--- src/rtl/stk_pkg.sv ---
package stk_pkg;
  localparam int BYTE_W = 8;
  localparam int ADDR_W = 2 * BYTE_W;
  localparam int IDX_W  = 2;

  typedef enum logic [2:0] {
    OP_PUSH = 3'd0,
    OP_POP  = 3'd1,
    OP_CALL = 3'd2,
    OP_RET  = 3'd3,
    OP_INTR = 3'd4,
    OP_IRET = 3'd5
  } stk_op_e;

  typedef enum logic [1:0] {
    SEL_DATA  = 2'd0,
    SEL_FLAGS = 2'd1,
    SEL_PC_HI = 2'd2,
    SEL_PC_LO = 2'd3
  } sel_e;

  typedef struct packed {
    logic we;
    sel_e sel;
  } beat_t;

  function automatic logic [IDX_W-1:0] beat_cnt(stk_op_e op);
    case (op)
      OP_CALL, OP_RET:  return IDX_W'(2);
      OP_INTR, OP_IRET: return IDX_W'(3);
      default:          return IDX_W'(1);
    endcase
  endfunction

  // beat order per command; pushes go low before high, pops mirror that
  function automatic beat_t beat_of(stk_op_e op, logic [IDX_W-1:0] idx);
    beat_t b;
    b.we  = 1'b0;
    b.sel = SEL_DATA;
    case (op)
      OP_PUSH: b.we = 1'b1;
      OP_CALL, OP_INTR: begin
        b.we = 1'b1;
        case (idx)
          IDX_W'(0): b.sel = SEL_PC_LO;
          IDX_W'(1): b.sel = SEL_PC_HI;
          default:   b.sel = SEL_FLAGS;
        endcase
      end
      OP_RET:  b.sel = (idx == IDX_W'(0)) ? SEL_PC_HI : SEL_PC_LO;
      OP_IRET: begin
        case (idx)
          IDX_W'(0): b.sel = SEL_FLAGS;
          IDX_W'(1): b.sel = SEL_PC_HI;
          default:   b.sel = SEL_PC_LO;
        endcase
      end
      default: ;
    endcase
    return b;
  endfunction
endpackage

--- src/rtl/stk_seq.sv ---
module stk_seq
  import stk_pkg::*;
(
  input  logic       clk_i,
  input  logic       rst_ni,
  input  logic       cmd_valid_i,
  input  logic [2:0] cmd_op_i,
  input  logic       cmd_ext_i,
  input  logic       mem_ready_i,
  output logic       busy_o,
  output logic       accept_o,
  output logic       step_o,
  output logic       last_o,
  output beat_t      beat_o,
  output stk_op_e    op_o,
  output logic       mode_o
);
  logic             busy_q, mode_q;
  stk_op_e          op_q;
  logic [IDX_W-1:0] idx_q;
  logic             op_ok;

  assign op_ok    = cmd_op_i <= 3'(OP_IRET);
  assign accept_o = cmd_valid_i && !busy_q && op_ok;
  assign step_o   = busy_q && mem_ready_i;
  assign last_o   = step_o && (idx_q == beat_cnt(op_q) - IDX_W'(1));
  assign beat_o   = beat_of(op_q, idx_q);
  assign busy_o   = busy_q;
  assign op_o     = op_q;
  assign mode_o   = mode_q;

  always_ff @(posedge clk_i or negedge rst_ni) begin
    if (!rst_ni) begin
      busy_q <= 1'b0;
      mode_q <= 1'b0;
      op_q   <= OP_PUSH;
      idx_q  <= '0;
    end else if (accept_o) begin
      busy_q <= 1'b1;
      mode_q <= cmd_ext_i;
      op_q   <= stk_op_e'(cmd_op_i);
      idx_q  <= '0;
    end else if (step_o) begin
      if (last_o) busy_q <= 1'b0;
      else        idx_q  <= idx_q + IDX_W'(1);
    end
  end
endmodule

--- src/rtl/stk_ptr.sv ---
module stk_ptr
  import stk_pkg::*;
#(
  parameter logic [BYTE_W-1:0] SPL_ADDR = 8'hFF,
  parameter logic [BYTE_W-1:0] SPH_ADDR = 8'hFE
) (
  input  logic              clk_i,
  input  logic              rst_ni,
  input  logic              wr_en_i,
  input  logic [BYTE_W-1:0] wr_addr_i,
  input  logic [BYTE_W-1:0] wr_data_i,
  input  logic              step_i,
  input  logic              dn_i,
  input  logic              ext_i,
  output logic [ADDR_W-1:0] sp_o,
  output logic [ADDR_W-1:0] addr_o
);
  logic [BYTE_W-1:0] lo_q, hi_q;
  logic [ADDR_W-1:0] sp_w, sp_dec, sp_inc, sp_nxt;
  logic [BYTE_W-1:0] lo_dec, lo_inc;

  always_comb begin
    sp_w   = {hi_q, lo_q};
    sp_dec = sp_w - ADDR_W'(1);
    sp_inc = sp_w + ADDR_W'(1);
    lo_dec = lo_q - BYTE_W'(1);
    lo_inc = lo_q + BYTE_W'(1);
    if (ext_i) begin
      sp_nxt = dn_i ? sp_dec : sp_inc;
      addr_o = dn_i ? sp_dec : sp_w;
    end else begin
      // narrow mode: high byte is general storage, page zero only
      sp_nxt = {hi_q, dn_i ? lo_dec : lo_inc};
      addr_o = {BYTE_W'(0), dn_i ? lo_dec : lo_q};
    end
  end

  assign sp_o = sp_w;

  always_ff @(posedge clk_i or negedge rst_ni) begin
    if (!rst_ni) begin
      lo_q <= '0;
      hi_q <= '0;
    end else if (step_i) begin
      {hi_q, lo_q} <= sp_nxt;
    end else if (wr_en_i) begin
      if (wr_addr_i == SPL_ADDR)      lo_q <= wr_data_i;
      else if (wr_addr_i == SPH_ADDR) hi_q <= wr_data_i;
    end
  end
endmodule

--- src/rtl/stk_ctx.sv ---
module stk_ctx
  import stk_pkg::*;
#(
  parameter logic [ADDR_W-1:0] RESET_PC = 16'h000C
) (
  input  logic              clk_i,
  input  logic              rst_ni,
  input  logic              accept_i,
  input  logic [ADDR_W-1:0] target_i,
  input  logic [BYTE_W-1:0] data_i,
  input  logic [BYTE_W-1:0] flags_i,
  input  logic              step_i,
  input  logic              last_i,
  input  beat_t             beat_i,
  input  stk_op_e           op_i,
  input  logic [BYTE_W-1:0] rdata_i,
  output logic [ADDR_W-1:0] pc_o,
  output logic [BYTE_W-1:0] flags_o,
  output logic [BYTE_W-1:0] pop_o,
  output logic [BYTE_W-1:0] wdata_o
);
  logic [ADDR_W-1:0] pc_q, tgt_q;
  logic [BYTE_W-1:0] dat_q, flg_q, hi_q, flags_q, pop_q;
  logic              rd_step;

  assign rd_step = step_i && !beat_i.we;

  always_comb begin
    case (beat_i.sel)
      SEL_FLAGS: wdata_o = flg_q;
      SEL_PC_HI: wdata_o = pc_q[ADDR_W-1:BYTE_W];
      SEL_PC_LO: wdata_o = pc_q[BYTE_W-1:0];
      default:   wdata_o = dat_q;
    endcase
  end

  always_ff @(posedge clk_i or negedge rst_ni) begin
    if (!rst_ni) begin
      tgt_q <= '0;
      dat_q <= '0;
      flg_q <= '0;
    end else if (accept_i) begin
      tgt_q <= target_i;
      dat_q <= data_i;
      flg_q <= flags_i;
    end
  end

  always_ff @(posedge clk_i or negedge rst_ni) begin
    if (!rst_ni) begin
      hi_q    <= '0;
      flags_q <= '0;
      pop_q   <= '0;
    end else if (rd_step) begin
      case (beat_i.sel)
        SEL_DATA:  pop_q   <= rdata_i;
        SEL_FLAGS: flags_q <= rdata_i;
        SEL_PC_HI: hi_q    <= rdata_i;
        default:   ;
      endcase
    end
  end

  always_ff @(posedge clk_i or negedge rst_ni) begin
    if (!rst_ni) begin
      pc_q <= RESET_PC;
    end else if (last_i) begin
      case (op_i)
        OP_CALL, OP_INTR: pc_q <= tgt_q;
        OP_RET, OP_IRET:  pc_q <= {hi_q, rdata_i};
        default:          ;
      endcase
    end
  end

  assign pc_o    = pc_q;
  assign flags_o = flags_q;
  assign pop_o   = pop_q;
endmodule

--- src/rtl/stack_engine.sv ---
module stack_engine
  import stk_pkg::*;
#(
  parameter logic [ADDR_W-1:0] RESET_PC = 16'h000C,
  parameter logic [BYTE_W-1:0] SPL_ADDR = 8'hFF,
  parameter logic [BYTE_W-1:0] SPH_ADDR = 8'hFE
) (
  input  logic              clk_i,
  input  logic              rst_ni,
  input  logic              cmd_valid_i,
  input  logic [2:0]        cmd_op_i,
  input  logic              cmd_ext_i,
  input  logic [ADDR_W-1:0] cmd_target_i,
  input  logic [BYTE_W-1:0] cmd_data_i,
  input  logic [BYTE_W-1:0] cmd_flags_i,
  input  logic              reg_we_i,
  input  logic [BYTE_W-1:0] reg_addr_i,
  input  logic [BYTE_W-1:0] reg_wdata_i,
  output logic              busy_o,
  output logic [ADDR_W-1:0] pc_o,
  output logic [ADDR_W-1:0] sp_o,
  output logic [BYTE_W-1:0] flags_o,
  output logic [BYTE_W-1:0] pop_data_o,
  output logic              mem_req_o,
  output logic              mem_we_o,
  output logic [ADDR_W-1:0] mem_addr_o,
  output logic [BYTE_W-1:0] mem_wdata_o,
  input  logic              mem_ready_i,
  input  logic [BYTE_W-1:0] mem_rdata_i
);
  logic    busy, accept, step, last, mode_q;
  beat_t   beat;
  stk_op_e op_q;

  stk_seq i_seq (
    .clk_i       (clk_i),
    .rst_ni      (rst_ni),
    .cmd_valid_i (cmd_valid_i),
    .cmd_op_i    (cmd_op_i),
    .cmd_ext_i   (cmd_ext_i),
    .mem_ready_i (mem_ready_i),
    .busy_o      (busy),
    .accept_o    (accept),
    .step_o      (step),
    .last_o      (last),
    .beat_o      (beat),
    .op_o        (op_q),
    .mode_o      (mode_q)
  );

  stk_ptr #(.SPL_ADDR(SPL_ADDR), .SPH_ADDR(SPH_ADDR)) i_ptr (
    .clk_i     (clk_i),
    .rst_ni    (rst_ni),
    .wr_en_i   (reg_we_i && !busy),
    .wr_addr_i (reg_addr_i),
    .wr_data_i (reg_wdata_i),
    .step_i    (step),
    .dn_i      (beat.we),
    .ext_i     (mode_q),
    .sp_o      (sp_o),
    .addr_o    (mem_addr_o)
  );

  stk_ctx #(.RESET_PC(RESET_PC)) i_ctx (
    .clk_i    (clk_i),
    .rst_ni   (rst_ni),
    .accept_i (accept),
    .target_i (cmd_target_i),
    .data_i   (cmd_data_i),
    .flags_i  (cmd_flags_i),
    .step_i   (step),
    .last_i   (last),
    .beat_i   (beat),
    .op_i     (op_q),
    .rdata_i  (mem_rdata_i),
    .pc_o     (pc_o),
    .flags_o  (flags_o),
    .pop_o    (pop_data_o),
    .wdata_o  (mem_wdata_o)
  );

  assign busy_o    = busy;
  assign mem_req_o = busy;
  assign mem_we_o  = beat.we;
endmodule

--- config.mk ---
export PLATFORM = sky130hd
export DESIGN_NAME = stack_engine
export DESIGN_NICKNAME = d
export VERILOG_FILES = /design/src/rtl/stk_pkg.sv /design/src/rtl/stk_seq.sv /design/src/rtl/stk_ptr.sv /design/src/rtl/stk_ctx.sv /design/src/rtl/stack_engine.sv
export SDC_FILE = /design/constraint.sdc
export NUM_CORES = 1
export LEC_CHECK = 0
export CAP_MARGIN = 40
export CORE_ASPECT_RATIO = 1.5
export CORE_MARGIN = 2
export CORE_UTILIZATION = 53
export CTS_CLUSTER_SIZE = 14
export DETAILED_ROUTE_END_ITERATION = 7
export PLACE_DENSITY_LB_ADDON = 0.3
export SLEW_MARGIN = 20
export SYNTH_ARGS = -nofsm -noshare
export SYNTH_HDL_FRONTEND = slang
export SYNTH_SLANG_ARGS = --single-unit
--- constraint.sdc ---
create_clock -name clk_i -period 7 [get_ports clk_i]
set_clock_uncertainty 0.2 [all_clocks]
set_input_delay 1.75 -clock clk_i [delete_from_list [all_inputs] [get_ports clk_i]]
set_output_delay 1.75 -clock clk_i [all_outputs]
set_load 0.05 [all_outputs]
# Word-level counts from Yosys, hierarchy flattened

Cells that the tools add are included.

Bits in registers: 95
Output and inout port bits: 75
Word-level logic and storage cells: 91
Bits of input ports: 65

Mux-type cells: 27
Order comparisons: 1
Reductions and logical operators: 30
Equality and inequality tests: 14
Add/sub/neg operators: 6

Operators by type and width:

| operator                | count |
|---|---|
| $mux W8                 | 9 |
| $mux W16                | 4 |
| $pmux W16 S2            | 1 |
| $pmux W8 S3             | 1 |
| $add A16 B1 Y16 const B | 1 |
| $eq A8 B8 Y1 const B    | 2 |
| $sub A16 B1 Y16 const B | 1 |
| $reduce_and A2 Y1       | 7 |
| $pmux W2 S2             | 3 |
| $reduce_bool A2 Y1      | 6 |
| $add A8 B1 Y8 const B   | 1 |
| $reduce_or A2 Y1        | 4 |
| $sub A8 B1 Y8 const B   | 1 |
| $eq A3 B2 Y1 const B    | 2 |
| $eq A3 B3 Y1 const B    | 2 |
| $logic_and A1 B1 Y1     | 6 |
| $mux W2                 | 3 |
| $pmux W2 S3             | 1 |
| $mux W1                 | 5 |
| $eq A2 B1 Y1 const B    | 2 |
| $eq A2 B2 Y1 const B    | 2 |
| $logic_not A2 Y1        | 2 |
| $ne A2 B2 Y1 const B    | 2 |
| $reduce_and A4 Y1       | 1 |
| 8 further kinds         | 9 |

# Depth between registers and ports, before layout

Word-level depth: 9
Depth in mapped cells: 8
Mapped depth without buffers: 7

# Modules after synthesis

From an unflattened synthesis, not the netlist that was laid out.

Cell total of the unflattened synthesis: 444
Area, all modules: 5099.9 um^2

Modules (own cells, without submodules):

| module       | sequential area each (um^2) | times used | cells each | area each (um^2) |
|---|---|---|---|---|
| stk_ctx      | 1804.2                      | 1          | 203        | 3119.2 |
| stk_ptr      | 400.4                       | 1          | 188        | 1478.9 |
| stk_seq      | 175.2                       | 1          | 51         | 480.5 |
| stack_engine | 0.0                         | 1          | 2          | 21.3 |

# Worst setup path after synthesis

Ideal clock, no wire load.

Kind: flip-flop to output port
Start: register i_ptr.lo_q[0]
End: output port mem_addr_o[14]
Data required time: 5.050 ns
Stages on the path, launching flop included: 7
Arrival time: 3.160 ns
Path slack: 1.890 ns
Path buffers: 0
Path through: dfrtp_1 inv_1 ha_1 nor3b_1 nand3_1 or3_1 a21boi_0

Word-level cells in the longest chain between the ends: 3

Ends and longest elaborated chain:

| what                   | RTL line           | source |
|---|---|---|
| from (decl)            | stk_ptr.sv:18      | `logic [BYTE_W-1:0] lo_q, hi_q;` |
| from (signal assigned) | stk_ptr.sv:45      | `{hi_q, lo_q} <= sp_nxt;` |
| from (signal assigned) | stk_ptr.sv:47      | `if (wr_addr_i == SPL_ADDR) lo_q <= wr_data_i;` |
| $sub A16 B1 Y16        | stk_ptr.sv:24      | `sp_dec = sp_w - ADDR_W'(1);` |
| $mux W16               | stk_ptr.sv:30      | `addr_o = dn_i ? sp_dec : sp_w;` |
| $mux W16               | stk_ptr.sv:28      | `if (ext_i) begin` |
| to (decl)              | stack_engine.sv:26 | `output logic [ADDR_W-1:0] mem_addr_o,` |

No other way between the ends.

# Worst setup path after layout

Start: register i_seq.op_q[1] (netlist: i_seq.op_o[1])
End: output port mem_addr_o[14]

Word-level cells in the longest chain between the ends: 5
Elaborated cells on any way between the ends: 7
Those cells by class: eq/ne: 2; mux: 3; reduce/logical: 2

Ends and longest elaborated chain:

| what                                       | RTL line      | source |
|---|---|---|
| from (decl)                                | stk_seq.sv:19 | `stk_op_e op_q;` |
| from (signal assigned)                     | stk_seq.sv:41 | `op_q <= stk_op_e'(cmd_op_i);` |
| $eq A3 B2 Y1, or another cell as far along | stk_pkg.sv:40 | `case (op)` |
| $reduce_or A3 Y1 (no line) (*)             | n/a           |  |
| $mux W1 (*)                                | stk_pkg.sv:40 |  |
| $mux W16 (*)                               | stk_ptr.sv:30 |  |
| $mux W16 (*)                               | stk_ptr.sv:28 |  |

Every way passes the cells marked *; elsewhere a longest branch is shown, timed or not.

==> results.sh <==
export IMPL_relSlewSlack_pct=52.7
export IMPL_p_total_mw=3.88
export IMPL_clockRootBuffer="clkbuf_16"
export IMPL_seq_area_um2=2380
export IMPL_hold_class="register to register"
export IMPL_cts_tree="built"
export IMPL_vias=4458
export IMPL_required_ns=5.05
export IMPL_drt_wirelength_per_cell_um=19.6
export IMPL_clock_sinks=95
export IMPL_p_sw_share_pct=50.3
export IMPL_path_clk_slew_ns=0.07
export IMPL_clkPwrFrac_pct=12.0
export IMPL_synth_seq_area_share_pct=45.9
export IMPL_initial_utilization_pct=54.1
export IMPL_placed_cell_area_um2=6630
export IMPL_layout_common_cells="clkdlybuf4s50_1, dfrtp_1, mux2_2"
export IMPL_grt_pass1_vias=4485
export IMPL_cp_max_fo=16
export IMPL_endpoint_kind="output port"
export IMPL_crit_type="register to output port"
export IMPL_drc=0
export IMPL_fp_dieArea_um2=10600
export IMPL_p_leak_nw=2.89
export IMPL_synth_edf_count=0
export IMPL_fin_setup_tns_ns=0
export IMPL_slowest_delay_ns=0.83
export IMPL_fillers=704
export IMPL_internal_power_mw=1.93
export IMPL_critPathTopFamily="buffers and inverters"
export IMPL_gp_congestion=0.926
export IMPL_fin_cells=744
export IMPL_powerDensity_nw_per_um2=561
export IMPL_finalHoldViolCount=0
export IMPL_maxCapViolations=0
export IMPL_cts_buffers=9
export IMPL_cpMaxStageDelayCell="clkdlybuf4s50_1"
export IMPL_crit_arrival_ns=3.45
export IMPL_synth_seq_cells=95
export IMPL_drv_slew=0
export IMPL_antenna_left=0
export IMPL_synthDistinctLibCells=64
export IMPL_async_flop_share_pct=100
export IMPL_diodes=0
export IMPL_detail_route_vias_per_cell=5.99
export IMPL_clock_latency_ns=0.33
export IMPL_grt_start_max_net_pins=58
export IMPL_firstDrtPassIters=5
export IMPL_core_um2=9580
export IMPL_layout_cells_most_common="clkdlybuf4s50_1"
export IMPL_grt_ovfl_total=0
export IMPL_synth_cells=497
export IMPL_synthFlopType="dfrtp_1"
export IMPL_synth_area_leaders="dfrtp_1, mux2_2, mux2i_1, nand2_1, nor2_1"
export IMPL_pwr_share_comb_pct=61.0
export IMPL_ctsResizeCount=0
export IMPL_min_period_ns=5.40
export IMPL_numPortBuffers=139
export IMPL_outcome="finished clean"
export IMPL_clockBufferDepth=2
export IMPL_drive_gt1_share_pct=17.5
export IMPL_die_h_um=125
export IMPL_grt_util_all_layers_pct=27.2
export IMPL_path_buf_inv=2
export IMPL_dpl_cell_count=726
export IMPL_synth_top_area_share_pct=44.9
export IMPL_syn_to_final_growth_pct=33.5
export IMPL_hold_ws_ns=0.309
export IMPL_drt_initial_drc_count=319
export IMPL_fin_crit_sh_pct=77.1
export IMPL_crit_chain="a21o_2 > inv_1 > nand3_1 > or3_1 > a21boi_0 > clkdlybuf4s50_1"
export IMPL_worst_slew_pin_slew_ns=0.709
export IMPL_syn_avg_cell_area_um2=10.4
export IMPL_multi_input_area_um2=2630
export IMPL_irDropWorstVdd_mv=0.434
export IMPL_setup_viol=0
export IMPL_htreeDepth=3
export IMPL_critPathLaunchType="register"
export IMPL_cts_setup_buffers=0
export IMPL_holdBufCountCts=0
export IMPL_final_cell_area_um2=6920
export IMPL_rsz0062_at_grt="false"
export IMPL_io_pins=140
export IMPL_post_dp_hpwl_mm=10.6
export IMPL_row_count=44
export IMPL_netlist_area_um2=5180
export IMPL_antenna_found_initial=0
export IMPL_clock_fmax_ghz=0.185
export IMPL_grt_pass1_wl_mm=22.8
export IMPL_seqPwrFrac_pct=27.0
export IMPL_wl_mm=14.6
export IMPL_syn_nets=567
export IMPL_power_net_switching_mw=1.95
export IMPL_die_w_um=84.7
export IMPL_nets=694
export IMPL_synth_warnings=0
export IMPL_yosysTopAreaCell="dfrtp_1"
metrics by stage:
stage          setup WS (ns)  util (%)
2_1_floorplan           1.89         -
6_report                1.60      72.2
4_1_cts                 1.53      72.1
5_1_grt                 1.40      72.2
3_3_place_gp            2.03      68.9
3_5_place_dp            1.91      69.2
logic make-up after synthesis:
logic type      Yosys count  synth area share (%)
compound gates           86                  11.3
fa+ha+maj                 5                  1.21
simple gates            167                  16.7
mux                      86                  18.2
flops                    95                  45.9
xor+xnor                 19                  3.21
buf+inv                  39                  3.50
state kept, by name, indices dropped and copies added (netlist names):
register	flops
i_ctx.dat_q	8
i_ctx.flags_o	8
i_ctx.flg_q	8
i_ctx.hi_q	8
i_ctx.pc_o	16
i_ctx.pop_o	8
i_ctx.tgt_q	16
i_ptr.hi_q	8
i_ptr.lo_q	8
i_seq.busy_o	1
i_seq.idx_q	2
i_seq.mode_o	1
i_seq.op_o	3
synthesized netlist by cell type, types with 3 or more instances:
cell      instances
nor4_1            3
buf_4             4
a221oi_1          4
a211oi_1          3
and2_1            6
dfrtp_1          93
a31oi_1           4
nor2b_1           6
mux2i_1          19
nor3_1            9
and3_1            6
clkbuf_1         15
o21ai_0          27
nand3_1          18
buf_2             9
o21a_1            3
nor2_1           41
ha_1              5
nand2_1          47
xnor2_1          16
mux2_2           67
a21oi_1           9
or3_1             4
inv_1             7
nand2b_1          3
xor2_1            3
nand4_1           8
a211o_1           3
o22ai_1          10
power by group through the flow:
stage                     Clock, mW  Combinational (mW)  Sequential [mW]
after floorplan                   0                1.32             1.34
after global placement            0                2.29             1.03
after detailed placement          0                2.35             1.05
after CTS                     0.477                2.37             1.04
after global routing          0.494                2.48             1.08
final                         0.468                2.37             1.05
area by class of cell:
class                           count  share of cell area, %
Clock buffer                       10                   3.31
Clock inverter                      6                  0.759
Inverter                            7                  0.380
Multi-Input combinational cell    363                   38.0
Sequential cell                    95                   34.4
Tap cell                          115                   2.08
Timing Repair Buffer              148                   21.1
layer usage:
layer	share of wire, %	up-vias	GRT usage (%)	routed length [µm]
met5	0	-	0	0
met4	2.0	0	8.87	289
met3	6.3	28	5.28	923
met2	55	183	51.6	8080
met1	36	2202	29.7	5280
li1	-	2045	-	-
path summary, 6_finish.rpt:
check	from	end	slack [ns]	cells past startpoint
worst max-delay path	i_seq.op_o[1]$_DFFE_PN0P_	mem_addr_o[14]	1.60	6
worst min-delay path	i_ctx.tgt_q[1]$_DFFE_PN0P_	i_ctx.tgt_q[1]$_DFFE_PN0P_	0.31	1
worst max register to register	i_seq.idx_q[1]$_DFFE_PN0P_	i_ctx.flags_o[3]$_DFFE_PN0P_	3.99	7
worst min register to register	i_ctx.tgt_q[1]$_DFFE_PN0P_	i_ctx.tgt_q[1]$_DFFE_PN0P_	0.31	1
max in group asynchronous	rst_ni	i_ctx.tgt_q[15]$_DFFE_PN0P_	4.29	2
min in group asynchronous	rst_ni	i_seq.mode_o$_DFFE_PN0P_	1.20	1
Power figures use the tool's default switching activity.
